==> src/rtl/step_sequencer.sv <==
module step_sequencer #(
  parameter int SYNC_STAGES = 2,
  parameter int POS_W       = 3
) (
  input  logic             clk,
  input  logic             rst_n,
  input  logic             step_in,
  input  logic             cw,
  input  logic             half_sel,
  output logic             phase_a,
  output logic             en_a,
  output logic             phase_b,
  output logic             en_b,
  output logic [POS_W-1:0] step_pos
);
  localparam int SMSB = SYNC_STAGES - 1;

  logic [SYNC_STAGES-1:0] sync_q;
  logic                   step_prev;
  logic [POS_W-1:0]       pos_q;
  logic [POS_W-1:0]       stride;
  logic                   step_edge;
  logic [1:0]             quad;
  logic                   single;

  assign step_edge = sync_q[SMSB] & ~step_prev;
  assign stride    = half_sel ? POS_W'(1) : POS_W'(2);

  always_ff @(posedge clk) begin
    if (!rst_n) begin
      sync_q    <= '0;
      step_prev <= 1'b0;
      pos_q     <= '0;
    end else begin
      sync_q    <= {sync_q[SMSB-1:0], step_in};
      step_prev <= sync_q[SMSB];
      if (step_edge)
        pos_q <= cw ? pos_q + stride : pos_q - stride;
    end
  end

  // even index = two coils, odd index = one coil
  assign single = pos_q[0];
  assign quad   = pos_q[2:1];

  always_comb begin
    if (!single) begin
      en_a    = 1'b1;
      en_b    = 1'b1;
      phase_a = (quad == 2'd0) || (quad == 2'd3);
      phase_b = (quad == 2'd0) || (quad == 2'd1);
    end else begin
      en_a    = quad[0];
      en_b    = ~quad[0];
      phase_a = (quad == 2'd3);
      phase_b = (quad == 2'd0);
    end
  end

  assign step_pos = pos_q;

  p_hold_idle_r10: assert property (@(posedge clk) disable iff (!rst_n)
    !step_edge |=> $stable(step_pos));

  p_one_move_per_rise_r2: assert property (@(posedge clk) disable iff (!rst_n)
    step_edge |=> !step_edge);

  p_half_fwd_r3: assert property (@(posedge clk) disable iff (!rst_n)
    step_edge && half_sel && cw |=> step_pos == POS_W'($past(step_pos) + 1));

  p_half_rev_r4: assert property (@(posedge clk) disable iff (!rst_n)
    step_edge && half_sel && !cw |=> step_pos == POS_W'($past(step_pos) - 1));

  p_full_parity_r5: assert property (@(posedge clk) disable iff (!rst_n)
    step_edge && !half_sel |=> (step_pos[0] == $past(step_pos[0])) && (step_pos != $past(step_pos)));

  p_enable_count_r7: assert property (@(posedge clk) disable iff (!rst_n)
    $countones({en_a, en_b}) == (step_pos[0] ? 1 : 2));
endmodule

==> config.mk <==
export PLATFORM = sky130hd
export DESIGN_NAME = step_sequencer
export DESIGN_NICKNAME = d
export VERILOG_FILES = /design/src/rtl/step_sequencer.sv
export SDC_FILE = /design/constraint.sdc
export NUM_CORES = 1
export LEC_CHECK = 0
export ABC_AREA = 1
export BUFFER_PORTS_ARGS = -buffer_cell sky130_fd_sc_hd__buf_2
export CAP_MARGIN = 10
export CORE_AREA = 2 2 39 41
export CTS_CLUSTER_SIZE = 28
export DETAILED_ROUTE_END_ITERATION = 10
export DIE_AREA = 0 0 41 43
export SETUP_SLACK_MARGIN = 0.1
export SLEW_MARGIN = 30
export SYNTH_ARGS = -nofsm -noshare
export SYNTH_HDL_FRONTEND = slang
export SYNTH_SLANG_ARGS = --single-unit
==> constraint.sdc <==
create_clock -name clk -period 1.4 [get_ports clk]
set_input_delay 0.14 -clock clk [delete_from_list [all_inputs] [get_ports clk]]
set_output_delay 0.14 -clock clk [all_outputs]
set_load 0.05 [all_outputs]
# Yosys cells after proc, flatten, opt, wreduce, memory -nomap -nowiden
# Index checks and enable logic that the tools add are counted.
[totals]
mem_bits_rw = 0
regBits = 6
latchBits = 0
n_memories = 0
inputBits = 5
romBits = 0
elab_cells = 19
[op_classes]
reduce_logical = 3
n_mux = 6
addsub = 2
eq_ne = 2
magnitude_cmp = 0
div_mod_pow = 0
mul = 0
shifts = 0
n_bitwise = 3
[ops]
columns = ["operator", "n"]
rows = [
  ["$mux W1", 4],
  ["$add A3 B2 Y3", 1],
  ["$mux W3", 1],
  ["$sub A3 B2 Y3", 1],
  ["$eq A2 B1 Y1 const B", 1],
  ["$eq A2 B2 Y1 const B", 1],
  ["$logic_not A2 Y1", 1],
  ["$logic_or A1 B1 Y1", 2],
  ["$mux W2", 1],
  ["$not A1 Y1", 2],
  ["$and A1 B1 Y1", 1],
]

# Logic depth before layout (Yosys ltp)
[depth]
word_depth = 3
mapped_depth = 8
mapped_depth_nobuf = 8

# Worst setup path after synthesis
# OpenSTA, ideal clock, no wires.
[synth_timing]
kind = "register to output"
start = "register pos_q[1] (netlist: step_pos[1])"
end = "output port phase_a"
t_required_ns = 1.260
stages_incl_launch_ff = 4
arrival_time_ns = 2.239
setup_slack_ns = -0.979
path_cell_list = "dfxtp_1 inv_1 ha_1 o21ai_0"
[synth_between]
elab_chain_len = 3
[synth_lines]
columns = ["item", "line_no", "rtl"]
rows = [
  ["from (decl)", "20", "logic [POS_W-1:0] pos_q;"],
  ["from (signal assigned)", "38", "pos_q <= cw ? pos_q + stride : pos_q - stride;"],
  ["$eq A2 B2 Y1 or $logic_not A2 Y1 (tied branches)", "50, 55", ""],
  ["$logic_or A1 B1 Y1", "50", "phase_a = (quad == 2'd0) || (quad == 2'd3);"],
  ["$mux W1 (*)", "47", "if (!single) begin"],
  ["to (decl)", "10", "output logic phase_a,"],
]
# Mark *: on every way between the ends. The rest lies on a longest branch, timed or not.

# Worst setup path in the final report
[layout_timing]
start = "register pos_q[2] (netlist: step_pos[2])"
end = "output port phase_a"
# Same word-level chain as after synthesis.

==> run metrics <==
WL per Instance=8.31 µm; Hold WC Path Type=in2reg; ys flop type=dfxtp_1; pwr/cell area=922 mW/mm²; Post-Syn Nets=52; initial antenna violation count=0; GPL Wtd Cong=0.708; register area share after synthesis=0.379; post-layout min period=1.32 ns; vias per inst=4.16; YS warnings=0; area growth from synthesis to final layout=68.8%; maximum clock path buffer count=2; first-pass GRT wire length=1150 µm; share of post-route cells with drive strength above 1=0.500; Avg Cell Area, Syn=7.36 µm²; final setup fails=0; nets=74; DP Wirelength=509 µm; post-route ant nets=0; CTS Hold Bufs=0; Initial Utilization=0.229; Worst Hold Depth=3; Die H=43 µm; post-synth top area cell=dfxtp_1; most frequent cell after synthesis=nand2_1; Synth Cell Area=317 µm²; Post-synth ARST share=0; Slew HR=0.835; worst hold start=step_in; Tcrit/Tclk final=0.940; terminus of the critical flop-to-flop path=step_pos[2]; Worst Path Required=1.26 ns; count of cell types in the netlist=10; vias in the first global route=316; gr ovfl total=0; DR DRC count=0; unrepaired setup endpoints after global routing=true; status=completed; clk_lat worst skew=0.25 ns; Crit path arrival time=1.18 ns; PortBufs=11; Post-Syn Instances=43; leading cell types by count after synthesis=13 x nand2_1, 9 x inv_1, 6 x dfxtp_1; drt pass-1 iters=2; vias=333; Core ar.=0.00138 mm²; leak pwr=0.262 nW; # clock sinks=6; final hold vios=0; max-cap violations=0; synth top area cells=dfxtp_1 38%, nand2_1 15%, ha_1 12%, inv_1 11%, fa_1 6.3%; TritonCTS clock tree=done; Slew Viols, Final=0; EDFF count, synth=0; Die Width=41 µm; share of the synthesized area in the top cell type=0.379; Starting DRT DRC Count=1; Worst Skew=0.00946 ns; Top Ports=12; Die Area=0.00176 mm²; VDD IR-drop max=0.468 mV; CTS root buffer=clkbuf_4; worst hold endpoint=sync_q[0]; setup TNS=0 ns; row count=14; total CTS buffers=3; CP endpoint kind=primary output; reg2reg path depth=8; Ant. Diodes=0; Fin Hold WS=0.0853 ns; DRT Wirelength=665 µm; worst-margin pin slew=0.249 ns; Max Clock Freq=0.760 GHz; FF-to-FF Start=step_pos[1]; CTS clk-pin slew, worst paths=0.05 ns; Startpoint Class=register; worst reg-to-reg setup slack=0.11 ns; Total Routing Usage GR=0.101; largest net degree at the start of global routing=8; Yosys reg bits=6; CP Max Fanout=3; critical path class=reg2out; htree depth=1
==> power breakdown <==
group	total (W)	internal, W	switching, W
sequential	0.000187	0.000177	0.00000970
combinational	0.000134	0.0000532	0.0000813
clock	0.000171	0.000108	0.0000635
==> logic make-up after synthesis <==
group           share of synthesized area
flops                               0.379
fa+ha+maj                           0.182
simple gates                        0.253
compound gates                     0.0790
buf+inv                             0.107
==> layout make-up <==
type	count	area (µm²)
fill	144	850
multi-input combinational	28	205
sequential	6	131
timing repair buffer	17	113
inverter	9	38.8
clock buffer	4	26.3
tap	16	20.0
==> registers in the layout, indices dropped and copies added, names as in the netlist <==
signal     flops
sync_q         2
step_pos       3
step_prev      1
==> layout by cell type, fill, tap and decap left out, types with 2 or more instances in the layout <==
cell / synthesis / routed
inv_4: 0 / 2
buf_4: 0 / 6
nor2_1: 4 / 4
dfxtp_1: 6 / 3
inv_1: 9 / 7
buf_2: 0 / 9
nand2_1: 13 / 13
ha_4: 0 / 2
buf_6: 0 / 2
clkbuf_4: 0 / 3
dfxtp_4: 0 / 3
==> how the worst max path moves through the flow <==
stage / start / to / slack, ns / depth (start not counted)
6_report: step_pos[2] / phase_a / 0.08 / 4
3_3_place_gp: step_pos[0] / step_pos[2] / 0.11 / 8
5_1_grt: step_pos[2] / phase_a / 0.03 / 4
4_1_cts: step_pos[2] / phase_a / 0.07 / 4
2_1_floorplan: step_pos[1] / phase_b / 0.06 / 4
3_5_place_dp: step_pos[0] / step_pos[2] / 0.1 / 8
==> stage by stage <==
stage	setup WS [ns]	cell area, µm²	instances	total power, W	util
after global placement	0.112	442	70	0.000299	0.319
final	0.0842	534	80	0.000492	0.386
after CTS	0.0708	527	80	0.000501	0.381
after floorplan	0.0583	367	43	0.000272	-
after global routing	0.0270	534	80	0.000531	0.386
after detailed placement	0.0962	442	70	0.000301	0.319
==> worst max-delay path: stages, from the launching register on <==
cell and delay, ns:
dfxtp_4 0.36, inv_4 0.04, ha_4 0.23, o21ai_4 0.12, buf_6 0.17
==> routing by layer <==
metal | share of wire | vias to the layer above | global-route usage
met5 | 0 | - | 0
met4 | 0 | 0 | 0.0400
met3 | 0.084 | 0 | 0.0628
met2 | 0.52 | 11 | 0.172
met1 | 0.39 | 148 | 0.0879
li1 | - | 174 | -
==> timing repair <==
| item | CTS | global route |
|---|---|---|
| endpoints found under the setup margin | 3 | 3 |
| gates resized for setup | 7 | 2 |
| pin swaps | 2 | 0 |
| buffers inserted | 6 | 0 |
Power figures use the tool's default switching activity.
